<file path="config.mk">
export PLATFORM = sky130hd
export DESIGN_NAME = oneshot_retrig
export DESIGN_NICKNAME = d
export VERILOG_FILES = /design/src/rtl/oneshot_retrig.sv
export SDC_FILE = /design/constraint.sdc
export NUM_CORES = 1
export LEC_CHECK = 0
export BUFFER_PORTS_ARGS = -buffer_cell sky130_fd_sc_hd__buf_2
export CAP_MARGIN = 20
export CELL_PAD_IN_SITES_DETAIL_PLACEMENT = 1
export CELL_PAD_IN_SITES_GLOBAL_PLACEMENT = 2
export CORE_ASPECT_RATIO = 1.25
export CORE_UTILIZATION = 32
export CTS_CLUSTER_DIAMETER = 150
export CTS_CLUSTER_SIZE = 16
export DETAILED_ROUTE_END_ITERATION = 16
export MAX_ROUTING_LAYER = met4
export PLACE_DENSITY = 0.82
export SYNTH_ARGS = -nofsm -noshare
export SYNTH_HDL_FRONTEND = slang
export SYNTH_SLANG_ARGS = --single-unit
</file>
<file path="constraint.sdc">
create_clock -name clk -period 2.3 [get_ports clk]
set_input_delay 0.345 -clock clk [delete_from_list [all_inputs] [get_ports clk]]
set_output_delay 0.345 -clock clk [all_outputs]
set_load 0.03 [all_outputs]
</file>
<file path="src/rtl/oneshot_retrig.sv">
module oneshot_retrig #(
  parameter int WIDTH_BITS = 16
) (
  input  logic                  clk,
  input  logic                  rst,
  input  logic                  trig_fall_n,
  input  logic                  trig_rise,
  input  logic                  clear_n,
  input  logic [WIDTH_BITS-1:0] width,
  output logic                  pulse,
  output logic                  pulse_n
);

  // pipe[0]: first sync flop, pipe[1]: synchronized level, pipe[2]: previous level
  logic [2:0] a_pipe, b_pipe, c_pipe;
  logic [WIDTH_BITS-1:0] cnt;

  always_ff @(posedge clk) begin
    if (rst) begin
      a_pipe <= 3'b111;
      b_pipe <= 3'b000;
      c_pipe <= 3'b111;
    end else begin
      a_pipe <= {a_pipe[1:0], trig_fall_n};
      b_pipe <= {b_pipe[1:0], trig_rise};
      c_pipe <= {c_pipe[1:0], clear_n};
    end
  end

  logic a_lv, b_lv, c_lv;
  assign a_lv = a_pipe[1];
  assign b_lv = b_pipe[1];
  assign c_lv = c_pipe[1];

  logic fire_a, fire_b, fire_c, fire;
  assign fire_a = a_pipe[2] & ~a_lv & b_lv & c_lv;
  assign fire_b = ~b_pipe[2] & b_lv & ~a_lv & c_lv;
  assign fire_c = ~c_pipe[2] & c_lv & ~a_lv & b_lv;
  assign fire   = fire_a | fire_b | fire_c;

  always_ff @(posedge clk) begin
    if (rst || !c_lv)
      cnt <= '0;
    else if (fire)
      cnt <= width;
    else if (cnt != '0)
      cnt <= cnt - 1'b1;
  end

  assign pulse   = (cnt != '0) & c_lv;
  assign pulse_n = ~pulse;

endmodule

</file>
Word level (Yosys, flattened, before mapping)
Cells that the tools add are included.

Register bits: 25. Output and inout port bits: 2. Word-level logic and storage cells: 27.

Add/subtract/negate cells: 1. Mux-type cells: 2. Bitwise operators: 16. Reductions and logical operators: 4.

Operator list (number): $mux W16 (2); $reduce_bool A16 Y1 (1); $sub A16 B1 Y16 const B (1); $and A1 B1 Y1 (10); $not A1 Y1 (4); $or A1 B1 Y1 (2); $reduce_bool A2 Y1 (1); $logic_not A1 Y1 (1); $logic_or A1 B1 Y1 (1).

Logic depth before layout (Yosys ltp)
Depth after elaboration: 7. Mapped depth: 7. Gate-level depth less buffers: 6.

Least setup slack after synthesis
No wires, ideal clock.

Kind: register to output. Start: register cnt[0]. End: output pulse. Data arrival time: 2.114 ns. Data required time: 1.955 ns. Setup slack: -0.159 ns. Stages on the path, launching flop included: 8. Cell sequence: dfxtp_1 -> inv_1 -> ha_1 -> or3b_1 -> clkbuf_1 -> nor4_4 -> nand2b_1 -> inv_1.

Longest elaborated chain between the ends: 2.

Ends and longest elaborated chain: start: declaration (RTL line 16) `logic [WIDTH_BITS-1:0] cnt;`; start signal: assignment (RTL line 45) `cnt <= width;`; start signal: assignment (RTL line 47) `cnt <= cnt - 1'b1;`; $reduce_bool A16 Y1 (RTL line 50) `assign pulse = (cnt != '0) & c_lv;`; $and A1 B1 Y1 (RTL line 50); end: declaration (RTL line 10) `output logic pulse,`.

No other way between the ends.

Final worst setup path
Start: register cnt[4]. End: output pulse.

Same word-level chain as after synthesis.

==> results.toml <==
[critical_path]
cp_max_fo = 4
r2r_cells = 6
critPathArrivalTime_ps = 1870
r2r_start = "cnt[4]"
crit_required_ps = 1960
reg2reg_slack_ps = 190
crit_start = "cnt[4]"
r2r_end = "cnt[1]"
cp-start-kind = "flop"
path_class = "flop to output pin"
worstSetupEndpointType = "output pin"

[grt]
antenna_found_initial = 0
grt_max_degree = 17
grt_pass1_vias = 1284
track_usage = 0.1746
grt_pass1_wl_mm = 5.395
grt-ovfl-total = 0

[layout]
area_growth_pct = 25.03
drive_above_1_share = 0.3455
insertedDiodeCount = 0
fin_util = 0.4234
instances_no_fill = 204
layout.nets = 188

[placed_design]
dp.cells = 195
hpwl_mm = 2.326
pre_cts_slack_ps = 189.1
globalplace.congestion = 0.8525
portBuffers = 22

[hold_path]
whs_path_depth = 2
min_to = "a_pipe[0]"
hold_class = "input port to flop"
hp-start = "trig_fall_n"

[yosys]
ys_warn_count = 0
synth_edf_count = 0
syn-instance-count = 135
seq_area_frac_synth = 0.4206
synth_seq_cells = 25
async_flop_share = 0
ys_types = 36
syn-num-nets = 157
avgSynthCellArea_um2 = 8.814
synth-main-ff-cell = "dfxtp_1"
syn-cell-area_um2 = 1190

[power_and_ir_drop]
seq_power_share = 0.312
p_leak_nw = 0.5825
p_per_area_nw_per_um2 = 1514
switching_share = 0.4195
switchingPower_w = 0.0009449
ir_worst_vdd_v = 0.0008331
comb_power_share = 0.569
pwr-share-clk = 0.119
p_total_w = 0.002252
intPower_w = 0.001307

[routing]
totalWireLength_mm = 3.089
route.met2.wl_mm = 1.716
via_count = 1149
top_layer = "met4"
drcViolationCount = 0
dr.pass1.iters = 4
wl_per_cell_um = 15.14
vias_per_cell = 5.632
drt_iter0_drc = 16
met1_length_mm = 1.254
wl_met3_um = 74
ant_nets = 0

[timing]
slew_viol_final = 0
fin_crit_sh = 0.9618
slew_headroom = 0.5859
finalSetupViolCount = 0
fin_skew_ps = 2.876
fin_crit_ps = 2212
max_slew.worst_pin.slew_ps = 617.8
finalWorstSetupSlack_ps = 87.94
hold_viol_final = 0
fmax_mhz = 452.1
whs_ps = 248.8

[die]
fp-row-count = 24
initial_utilization = 0.3387
die_x_um = 56.54
boundaryPins = 23
coreArea_um2 = 3513
die-area_um2 = 3968
fp.dieH_um = 70.18

[outcome]
outcome = "finished clean"

[clocking]
clk_pin_slew_ps = 90
cts.path.max_buffers = 2
clk_latency_ps = 270
cts_made_buffers = 3
tritoncts = "done"
htree_levels = 1
cts_root_buf = "clkbuf_8"
cts_sinks = 25

[flow_run]
timing.max_cap.violations = 0
metrics by stage:
step / instance area, um2 / setup TNS, ps
finish: 1488 / 0
global route: 1488 / -6.001
CTS: 1440 / -5.465
detailed placement: 1370 / 0
global placement: 1370 / 0
floorplan: 1197 / 0
cell type report:
class                      instances  area [um2]
clock buffer                       3       41.29
clock inverter                     1       7.507
fill                             431        2026
inverter                           4       15.01
multi-input combinational        100       676.9
sequential                        25       510.5
tap                               39       48.80
timing repair buffer              32       187.7
worst max-delay path: stages, from the launching register on:
cell      delay (ps)
dfxtp_4          360
or4_4            560
nor4_4           310
nand2b_4         180
inv_1             40
buf_4            150
logic make-up (layout without fill, tap and decap cells):
family | after synthesis | after routing | share of synthesized area
mux | 3 | 3 | 0.02629
flops | 25 | 25 | 0.4206
buf+inv | 10 | 40 | 0.03259
compound gates | 38 | 38 | 0.1956
fa+ha+maj | 1 | 1 | 0.01051
xor+xnor | 2 | 2 | 0.01472
simple gates | 56 | 56 | 0.2997
registers in the layout (all words and copies together) (netlist names):
name / flops
b_pipe: 3
c_pipe: 3
a_pipe: 3
cnt: 16
power by group through the flow:
stage | combinational [W] | clock (W) | sequential (W)
6_report | 0.00128 | 0.000268 | 0.000702
5_1_grt | 0.00143 | 0.000303 | 0.000723
4_1_cts | 0.00122 | 0.000280 | 0.000708
3_5_place_dp | 0.00116 | 0 | 0.000706
3_3_place_gp | 0.00112 | 0 | 0.000695
2_1_floorplan | 0.000899 | 0 | 0.000659
repair_timing:
action / in CTS / in global routing
setup endpoints to repair: 2 / 2
resized for setup: 7 / 6
setup buffers: 1 / 4
hold buffers: 0 / 0
pin swaps: 1 / 1
synth_stat cells (3+ instances only):
library cell / count / area (um2)
dfxtp_1: 25 / 500.5
or4_1: 7 / 52.55
or2_2: 8 / 50.05
a31oi_1: 10 / 62.56
o21ai_0: 14 / 70.07
nand2_1: 9 / 33.78
nor4_1: 4 / 25.02
a21oi_1: 3 / 15.01
inv_1: 4 / 15.01
nor3_1: 5 / 25.02
or3_1: 4 / 25.02
o31ai_1: 5 / 37.54
nor2b_1: 4 / 25.02
clkbuf_1: 5 / 18.77
placed cells by master (no fill, tap or decap), drive strengths merged, types with 2 or more instances in the layout:
master  netlist  routed
a21oi         3       3
a31oi        10      10
buf           1      32
clkbuf        5       3
dfxtp        25      25
inv           4       4
mux2i         2       2
nand2         9       9
nand2b        2       2
nand4         2       2
nor2          2       2
nor2b         4       4
nor3          5       5
nor4          5       5
o21ai        14      14
o22ai         2       2
o31ai         5       5
or2           8       8
or3           4       4
or3b          2       2
or4           8       8
xnor2         2       2
worst max path at each step:
stage,endpoint,cells past startpoint,slack (ps)
floorplan,pulse,7,30
global placement,cnt[1],7,280
detailed placement,cnt[1],7,190
CTS,pulse_n,6,-3
global route,pulse,7,-5
finish,pulse,5,90
metal layers:
layer  vias to the layer above  track usage
li1                        572            -
met1                       555       0.1841
met2                        17       0.3229
met3                         5      0.02963
met4                         0      0.05691
met5                         -            -
(Power assumes the default switching activity.)
